==> config.mk <==
export PLATFORM = sky130hd
export DESIGN_NAME = card_act_seq
export DESIGN_NICKNAME = d
export VERILOG_FILES = /design/src/rtl/card_act_pkg.sv /design/src/rtl/card_act_lockout.sv /design/src/rtl/card_act_rst_gate.sv /design/src/rtl/card_act_seq.sv
export SDC_FILE = /design/constraint.sdc
export NUM_CORES = 1
export LEC_CHECK = 0
export BUFFER_PORTS_ARGS = -buffer_cell sky130_fd_sc_hd__buf_2
export CAP_MARGIN = 20
export CORE_MARGIN = 5
export CORE_UTILIZATION = 40
export DETAILED_ROUTE_END_ITERATION = 8
export GPL_TIMING_DRIVEN = 0
export HOLD_SLACK_MARGIN = 0.15
export PLACE_DENSITY_LB_ADDON = 0.25
export SYNTH_ARGS = -nofsm -noshare
export SYNTH_HDL_FRONTEND = slang
export SYNTH_SLANG_ARGS = --single-unit
==> constraint.sdc <==
create_clock -name clk -period 3 [get_ports clk]
set_clock_uncertainty 0.2 [all_clocks]
set_input_delay 0.6 -clock clk [delete_from_list [all_inputs] [get_ports clk]]
set_output_delay 0.6 -clock clk [all_outputs]
set_load 0.01 [all_outputs]
==> src/rtl/card_act_pkg.sv <==
package card_act_pkg;
    typedef enum logic [2:0] {
        ST_IDLE,
        ST_PWR,
        ST_IO,
        ST_CLK,
        ST_RUN
    } act_state_e;

    function automatic int max3(input int a, input int b, input int c);
        int m;
        m = (a > b) ? a : b;
        return (m > c) ? m : c;
    endfunction
endpackage

==> src/rtl/card_act_lockout.sv <==
module card_act_lockout #(
    parameter int LOCK_TICKS = 15000
) (
    input  logic clk,
    input  logic rst_n,
    input  logic osc_tick,
    input  logic supply_fault,
    output logic lock_done
);
    localparam int CW = $clog2(LOCK_TICKS + 1);
    localparam logic [CW-1:0] TERM = CW'(LOCK_TICKS);

    logic [CW-1:0] cnt_d, cnt_q;

    always_comb begin
        cnt_d = cnt_q;
        if (supply_fault)
            cnt_d = '0;
        else if (osc_tick && cnt_q != TERM)
            cnt_d = cnt_q + 1'b1;
    end

    always_ff @(posedge clk or negedge rst_n) begin
        if (!rst_n) cnt_q <= '0;
        else        cnt_q <= cnt_d;
    end

    assign lock_done = (cnt_q == TERM);


    lock_restart_chk: assert property (@(posedge clk) disable iff (!rst_n)
        supply_fault |=> !lock_done);

    lock_release_chk: assert property (@(posedge clk) disable iff (!rst_n)
        $rose(lock_done) |-> $past(osc_tick && !supply_fault));
endmodule

==> src/rtl/card_act_rst_gate.sv <==
module card_act_rst_gate #(
    parameter int RST_CYCLES = 42000
) (
    input  logic clk,
    input  logic rst_n,
    input  logic run,
    input  logic cclk_tick,
    output logic gate_done
);
    localparam int CW = $clog2(RST_CYCLES + 1);
    localparam logic [CW-1:0] TERM = CW'(RST_CYCLES);

    logic [CW-1:0] cnt_d, cnt_q;

    always_comb begin
        cnt_d = cnt_q;
        if (!run)
            cnt_d = '0;
        else if (cclk_tick && cnt_q != TERM)
            cnt_d = cnt_q + 1'b1;
    end

    always_ff @(posedge clk or negedge rst_n) begin
        if (!rst_n) cnt_q <= '0;
        else        cnt_q <= cnt_d;
    end

    assign gate_done = (cnt_q == TERM);


    no_overflow_chk: assert property (@(posedge clk) disable iff (!rst_n)
        cnt_q <= TERM);

    gate_tick_chk: assert property (@(posedge clk) disable iff (!rst_n)
        $rose(gate_done) |-> $past(run && cclk_tick));

    gate_run_chk: assert property (@(posedge clk) disable iff (!rst_n)
        gate_done |-> $past(run));
endmodule

==> src/rtl/card_act_seq.sv <==
module card_act_seq
    import card_act_pkg::*;
#(
    parameter int LOCK_TICKS    = 15000,
    parameter int VCC_CHK_TICKS = 765,
    parameter int IO_TICKS      = 4,
    parameter int CLK_TICKS     = 1,
    parameter int RST_CYCLES    = 42000
) (
    input  logic clk,
    input  logic rst_n,
    input  logic osc_tick,
    input  logic cclk_tick,
    input  logic cmd_n,
    input  logic host_rst,
    input  logic card_present,
    input  logic overtemp,
    input  logic supply_fault,
    input  logic vcc_ok,
    output logic vcc_en,
    output logic io_rx_en,
    output logic cclk_en,
    output logic card_rst,
    output logic fault_n
);
    localparam int TMAX = max3(VCC_CHK_TICKS, IO_TICKS, CLK_TICKS);
    localparam int TW   = $clog2(TMAX + 1);
    localparam logic [TW-1:0] VCC_LAST = TW'(VCC_CHK_TICKS - 1);
    localparam logic [TW-1:0] IO_LAST  = TW'(IO_TICKS - 1);
    localparam logic [TW-1:0] CLK_LAST = TW'(CLK_TICKS - 1);

    typedef struct packed {
        act_state_e    state;
        logic [TW-1:0] tmr;
        logic          fault;
        logic          cmd_prev;
    } seq_regs_t;

    seq_regs_t r_d, r_q;
    logic lock_done, gate_done;
    logic cmd_fall, cmd_rise, blocked, hard_fault;

    card_act_lockout #(.LOCK_TICKS(LOCK_TICKS)) u_lockout (
        .clk(clk), .rst_n(rst_n), .osc_tick(osc_tick),
        .supply_fault(supply_fault), .lock_done(lock_done)
    );

    card_act_rst_gate #(.RST_CYCLES(RST_CYCLES)) u_rst_gate (
        .clk(clk), .rst_n(rst_n), .run(r_q.state == ST_RUN),
        .cclk_tick(cclk_tick), .gate_done(gate_done)
    );

    always_comb begin
        r_d          = r_q;
        r_d.cmd_prev = cmd_n;
        cmd_fall     = r_q.cmd_prev && !cmd_n;
        cmd_rise     = !r_q.cmd_prev && cmd_n;
        hard_fault   = overtemp || supply_fault;
        blocked      = !card_present || hard_fault;

        if (r_q.state != ST_IDLE && (cmd_rise || blocked)) begin
            r_d.state = ST_IDLE;
            r_d.tmr   = '0;
            if (hard_fault) r_d.fault = 1'b1;
        end else begin
            unique case (r_q.state)
                ST_IDLE: begin
                    if (cmd_fall && lock_done && !blocked) begin
                        r_d.state = ST_PWR;
                        r_d.tmr   = '0;
                        r_d.fault = 1'b0;
                    end
                end
                ST_PWR: begin
                    if (osc_tick) begin
                        if (r_q.tmr == VCC_LAST) begin
                            r_d.tmr = '0;
                            if (vcc_ok) begin
                                r_d.state = ST_IO;
                            end else begin
                                r_d.state = ST_IDLE;
                                r_d.fault = 1'b1;
                            end
                        end else begin
                            r_d.tmr = r_q.tmr + 1'b1;
                        end
                    end
                end
                ST_IO: begin
                    if (osc_tick) begin
                        if (r_q.tmr == IO_LAST) begin
                            r_d.tmr   = '0;
                            r_d.state = ST_CLK;
                        end else begin
                            r_d.tmr = r_q.tmr + 1'b1;
                        end
                    end
                end
                ST_CLK: begin
                    if (osc_tick) begin
                        if (r_q.tmr == CLK_LAST) begin
                            r_d.tmr   = '0;
                            r_d.state = ST_RUN;
                        end else begin
                            r_d.tmr = r_q.tmr + 1'b1;
                        end
                    end
                end
                ST_RUN:  ;
                default: r_d.state = ST_IDLE;
            endcase
        end
    end

    always_ff @(posedge clk or negedge rst_n) begin
        if (!rst_n) begin
            r_q.state    <= ST_IDLE;
            r_q.tmr      <= '0;
            r_q.fault    <= 1'b0;
            r_q.cmd_prev <= 1'b1;
        end else begin
            r_q <= r_d;
        end
    end

    assign vcc_en   = (r_q.state != ST_IDLE);
    assign io_rx_en = (r_q.state == ST_CLK) || (r_q.state == ST_RUN);
    assign cclk_en  = (r_q.state == ST_RUN);
    assign card_rst = cclk_en && gate_done && host_rst;
    assign fault_n  = !r_q.fault;


    act_lockout_chk: assert property (@(posedge clk) disable iff (!rst_n)
        $rose(vcc_en) |-> $past(lock_done));

    act_precond_chk: assert property (@(posedge clk) disable iff (!rst_n)
        $rose(vcc_en) |-> $past(card_present && !overtemp && !supply_fault));

    act_edge_chk: assert property (@(posedge clk) disable iff (!rst_n)
        $rose(vcc_en) |-> ($past(cmd_n, 2) && !$past(cmd_n)));

    fault_power_chk: assert property (@(posedge clk) disable iff (!rst_n)
        $fell(fault_n) |-> (!vcc_en && $past(vcc_en)));

    io_tick_chk: assert property (@(posedge clk) disable iff (!rst_n)
        $rose(io_rx_en) |-> ($past(osc_tick) && vcc_en));

    clk_after_io_chk: assert property (@(posedge clk) disable iff (!rst_n)
        $rose(cclk_en) |-> ($past(io_rx_en) && $past(osc_tick)));

    abort_chk: assert property (@(posedge clk) disable iff (!rst_n)
        (vcc_en && !card_present) |=> !vcc_en);
endmodule

Yosys cells after proc, flatten, opt, wreduce, memory -nomap -nowiden

Cells that the tools add are included.

Memories kept: 0
Bits in read-only memories: 0
Input port bits: 10
Bits in registers: 45
Output and inout bits: 5
Memory bits (writable): 0
Logic and storage cells: 79
Bits in latches: 0

Divide/modulo/power cells: 0
Muxes and demuxes: 22
$add $sub $neg: 3
Shift operators: 0
Eq/ne operators: 21
Reduce and logical (&&, ||, !) cells: 27
Bitwise gates (word level): 0
$lt $le $gt $ge: 0
Multipliers: 0

Operators by type and width:

| kind                  | count |
|---|---|
| $mux 14               | 5 |
| $pmux 10 s4           | 1 |
| $mux 16               | 2 |
| $mux 10               | 3 |
| $mux 13               | 2 |
| $ne 3x3->1 const B    | 8 |
| $add 16x1->16 const B | 1 |
| $eq 16x16->1 const B  | 1 |
| $ne 16x16->1 const B  | 1 |
| $pmux 3 s5            | 1 |
| $add 14x1->14 const B | 1 |
| $eq 14x14->1 const B  | 1 |
| $ne 14x14->1 const B  | 1 |
| $add 10x1->10 const B | 1 |
| $eq 10x10->1 const B  | 1 |
| $eq 10x2->1 const B   | 1 |
| $logic_not 10->1      | 1 |
| $logic_and 1x1->1     | 9 |
| $mux 3                | 3 |
| $reduce_and 8->1      | 1 |
| $eq 3x2->1 const B    | 2 |
| $reduce_and 6->1      | 1 |
| $reduce_bool 3->1     | 2 |
| $logic_not 1->1       | 5 |
| other kinds (12)      | 18 |

Depth between registers and ports, before layout

Word-level depth: 7
Depth in mapped cells: 9
Depth with buffers taken out: 7

Modules after synthesis

Synthesis repeated with hierarchy kept, for this count alone.

Cell total of the unflattened synthesis: 280
Area, all modules: 2635.0 µm²

By module, submodules not included:

| module            | cells an instance | area each (µm²) | sequential area each (µm²) | instances |
|---|---|---|---|---|
| card_act_seq      | 118               | 993.5           | 376.6                      | 1 |
| card_act_rst_gate | 87                | 888.4           | 400.4                      | 1 |
| card_act_lockout  | 75                | 753.2           | 350.3                      | 1 |

Worst setup path before layout

OpenSTA, ideal clock, no wires.

Path kind: flip-flop to flip-flop
Start point: register u_lockout.cnt_q[0]
End point: register r_q[4] (netlist bit)
Arrival time: 1973 ps
Slack: 701 ps
Path buffers: 1
Period minus slack after synthesis: 2299 ps
Cell stages (with the launch flop): 9
Required time: 2674 ps
Setup time: 126 ps
Cell sequence: dfrtp_1 -> inv_1 -> ha_1 -> nand4bb_1 -> or4_1 -> buf_4 -> o21bai_4 -> o21ai_2 -> a221o_1

Word-level cells in the longest chain between the ends: 5

Ends and longest elaborated chain:

| what                            | line                   | source |
|---|---|---|
| start, declared                 | card_act_lockout.sv:13 | `logic [CW-1:0] cnt_d, cnt_q;` |
| start signal, assigned          | card_act_lockout.sv:25 | `else cnt_q <= cnt_d;` |
| $eq 14x14->1                    | card_act_lockout.sv:28 | `assign lock_done = (cnt_q == TERM);` |
| $logic_and 1x1->1 (2 in series) | card_act_seq.sv:68     | `if (cmd_fall && lock_done && !blocked) begin` |
| $ne 3x3->1 (no line)            | n/a                    |  |
| $reduce_and 5->1 (no line)      | n/a                    |  |
| end signal, assigned            | card_act_seq.sv:122    | `r_q <= r_d;` |
| end, declared                   | card_act_seq.sv:39     | `seq_regs_t r_d, r_q;` |

No other way between the ends.
A chain may end at the register's enable or synchronous reset.

Worst setup path after layout

Start point: register r_q[12] (netlist bit)
End point: output io_rx_en

Word-level cells in the longest chain between the ends: 2
Elaborated cells between the ends (all ways): 3
Classes of those cells: 2 x eq/ne; 1 x reduce/logical

Ends and longest elaborated chain:

| what                                     | line                | source |
|---|---|---|
| $eq 3x2->1 or $eq 3x3->1 (tied branches) | card_act_seq.sv:127 | `assign io_rx_en = (r_q.state == ST_CLK) \|\| (r_q.state == ST_RUN);` |
| $logic_or 1x1->1 (*)                     | card_act_seq.sv:127 |  |
| end, declared                            | card_act_seq.sv:21  | `output logic io_rx_en,` |

Mark *: on every way between the ends. The rest lies on a longest branch, timed or not.

==> run metrics <==
hold endpoint=r_q[0]; Final Critical Period=2.73 ns; initial core utilization=40.7%; largest area contributor in the netlist=dfrtp_1; final hold vios=0; Post-DP HPWL=3550 um; Arr. time, crit path=1.93 ns; grt peak-use layer=met2; post-route setup TNS=0 ns; GR Overflow Total=0; Root Buffer=clkbuf_8; status=finished clean; Layout Nets=307; number of synthesized register bits=45; fin util=45.6%; WL final=5100 um; Max H-tree Level=2; R2R Setup Slk=0.50 ns; count of different cell masters after synthesis=51; CTS Buf Count=5; Critical R2R Launch=u_lockout.cnt_q[0]; Max-Cap Viols=0; most common flop cell mapped by yosys=dfrtp_1; Via Count=1,999; critical path, cell by cell=clkbuf_1 -> nor2_1 -> nand2_1 -> clkbuf_2 -> nand2_1 -> buf_2; placed cells=359; max frequency=366 MHz; slowest CP cell=dfrtp_1; Synth Area per Inst=9.53 um^2; met2 Resource Use GR=20.8%; Worst-Margin Slew=between 0.7 and 0.8 ns; largest cells by area after synthesis=dfrtp_1 43%, xor2_1 6.1%, nor2_1 5.4%; fraction of layout cells with a size suffix above 1=13.0%; cell mode on critical path=nand2_1; post-detailed-route count of antenna-violating nets=0; worst hold start=cmd_n; pwr/cell area=roughly 410 nW/um^2; clock-pin slew on the worst setup and hold paths=0.08 ns; most common cell after layout, fill and taps aside=dfrtp_1; drt initial violations=83; GRT Overall Usage=13.3%; met1 Track Usage GR=19.0%; Crit path largest cell delay=0.33 ns; GR met3 Demand/Resource=2.75%; Initial DRT Pass Iterations=4; ys async rst share=100%; worst skew pair latency=0.29 ns; # fillers=639; reg2reg path depth=8; crit end category=output port; ratio of final minimum period to clock period=91.1%; drc violations=0; crit path max fanout=10; initial antenna violation count=0; number of synthesized flops with an enable pin=0; fin. max-slew vios=0; Post-Syn Nets=286; Synth top area share=~43%; die area=roughly 8100 um^2; Clock Tree Buf Depth=2; Top Ports=15; largest net degree at the start of global routing=46; PortBufs=12; CP required=about 2.2 ns; CP Class=reg -> out; CTS tree=yes; CP Launch Type=register; width of the die=90.2 um; DR WL/cell=13.8 um; routed vias/inst=5.42; Yosys warnings=0; Syn-to-layout area delta=11.8%; CTS sink count=45; Seq/Total Area, Yosys=about 44%; RSZ-0062 raised after global routing=false; vias in the first global route=1,932; headroom to the max-slew limit=48.5%; diode count=0; Post-Syn Instances=between 200 and 300; Hold Worst Slack=0.215 ns; commonest non-fill, non-tap cells in the layout=44 x dfrtp_1, 37 x nor2_1, 23 x nand2_1; routability cong.=0.812; Row Count=29; chip height=90.2 um; Worst Hold Depth=1; Reg-to-Reg End=r_q[5]; type of the worst min-delay path=in -> reg; Netlist Area Pre-Place=between 2000 and 3000 um^2; Leak Pwr=1.28 nW; peak supply drop=0.226 mV; setup violators final=0; post-route non-filler standard cell count=369; first-pass GRT wire length=9160 um; Core Area=between 6000 and 7000 um^2
-- layer usage --
metal  wire (um)  vias to the layer above
li1            -                     1007
met1        2470                      955
met2        2390                       32
met3         186                        5
met4          48                        0
met5           0                        -
-- sequential cells by signal, summed over array words and instances, names as in the netlist --
signal            cells
u_rst_gate.cnt_q     16
r_q                  15
u_lockout.cnt_q      14
-- critical path: cells and delay by family (launching register included) --
kind          cells  cell delay [ns]
simple gates      3             0.55
buf+inv           3             0.75
flops             1             0.33
-- cells by family (layout without fill, tap and decap cells) --
family / after synthesis / count (layout) / synth area share (%)
compound gates: 33 / 33 / 10.2
xor+xnor: 24 / 24 / 8.17
fa+ha+maj: 6 / 6 / 2.92
buf+inv: 19 / 41 / 3.50
flops: 45 / 45 / 43.8
mux: 2 / 2 / 0.827
simple gates: 141 / 141 / 30.5
-- Yosys cell counts (2+ instances only) --
cell       number
and3b_1         2
clkbuf_1        5
ha_1            6
xnor2_1         6
nand3_1        13
a221o_1         7
o21ai_0         5
nand2_1        23
nand4_1        15
or4_1           3
nor3_1          4
xor2_1         18
nand2b_1        2
nand4bb_1       2
a21oi_1         6
and3_2          4
nand3b_1        2
dfrtp_1        44
inv_1          11
and4_1          4
buf_6           2
nor2_1         37
a211o_1         2
nor2b_1         2
or3_1           5
and3_1          7
o21ai_1         2
nor3b_1         2
nor4b_1         3
and2_1          5
-- final cells by class --
| type | count | area [um^2] | area share, % |
|---|---|---|---|
| repair buffers | 14 | 90.1 | 3.13 |
| inverters | 11 | 41.3 | 1.44 |
| clock buffers | 7 | 86.3 | 3.00 |
| clock inverters | 1 | 30.0 | 1.04 |
| multi-input cells | 206 | 1360 | 47.1 |
| plain buffers | 8 | 50.0 | 1.74 |
| well taps | 77 | 96.3 | 3.35 |
| flip-flops and latches | 45 | 1130 | 39.2 |
-- worst max path at each step --
stage	start	endpoint	slack (ns)	cells past startpoint
after floorplan	u_lockout.cnt_q[0]	r_q[4]	0.70	8
after global placement	r_q[12]	io_rx_en	0.42	6
after detailed placement	r_q[12]	io_rx_en	0.38	6
after CTS	r_q[12]	io_rx_en	0.05	6
after global routing	r_q[12]	io_rx_en	0.05	6
final	r_q[12]	io_rx_en	0.27	6
-- metrics by stage --
step | worst slack (ns) | power [mW] | instance area, um^2
global placement | 0.418 | 0.710 | 2730
CTS | 0.0509 | 1.20 | 2850
floorplan | 0.701 | 0.680 | 2570
finish | 0.268 | 1.18 | 2880
global route | 0.0525 | 1.23 | 2880
detailed placement | 0.376 | 0.714 | 2730
-- report_power, final --
part	internal [mW]	switching [mW]
Clock	0.272	0.204
Combinational	0.0317	0.0488
Sequential	0.616	0.00668
Total	0.919	0.259
-- timing repair --
item                       in CTS  in global routing
hold endpoints to repair        0                 17
resized for setup               0                  2
setup buffers                   0                  0
setup endpoints to repair       0                  1
hold buffers                    0                  1
Power figures use the tool's default switching activity.
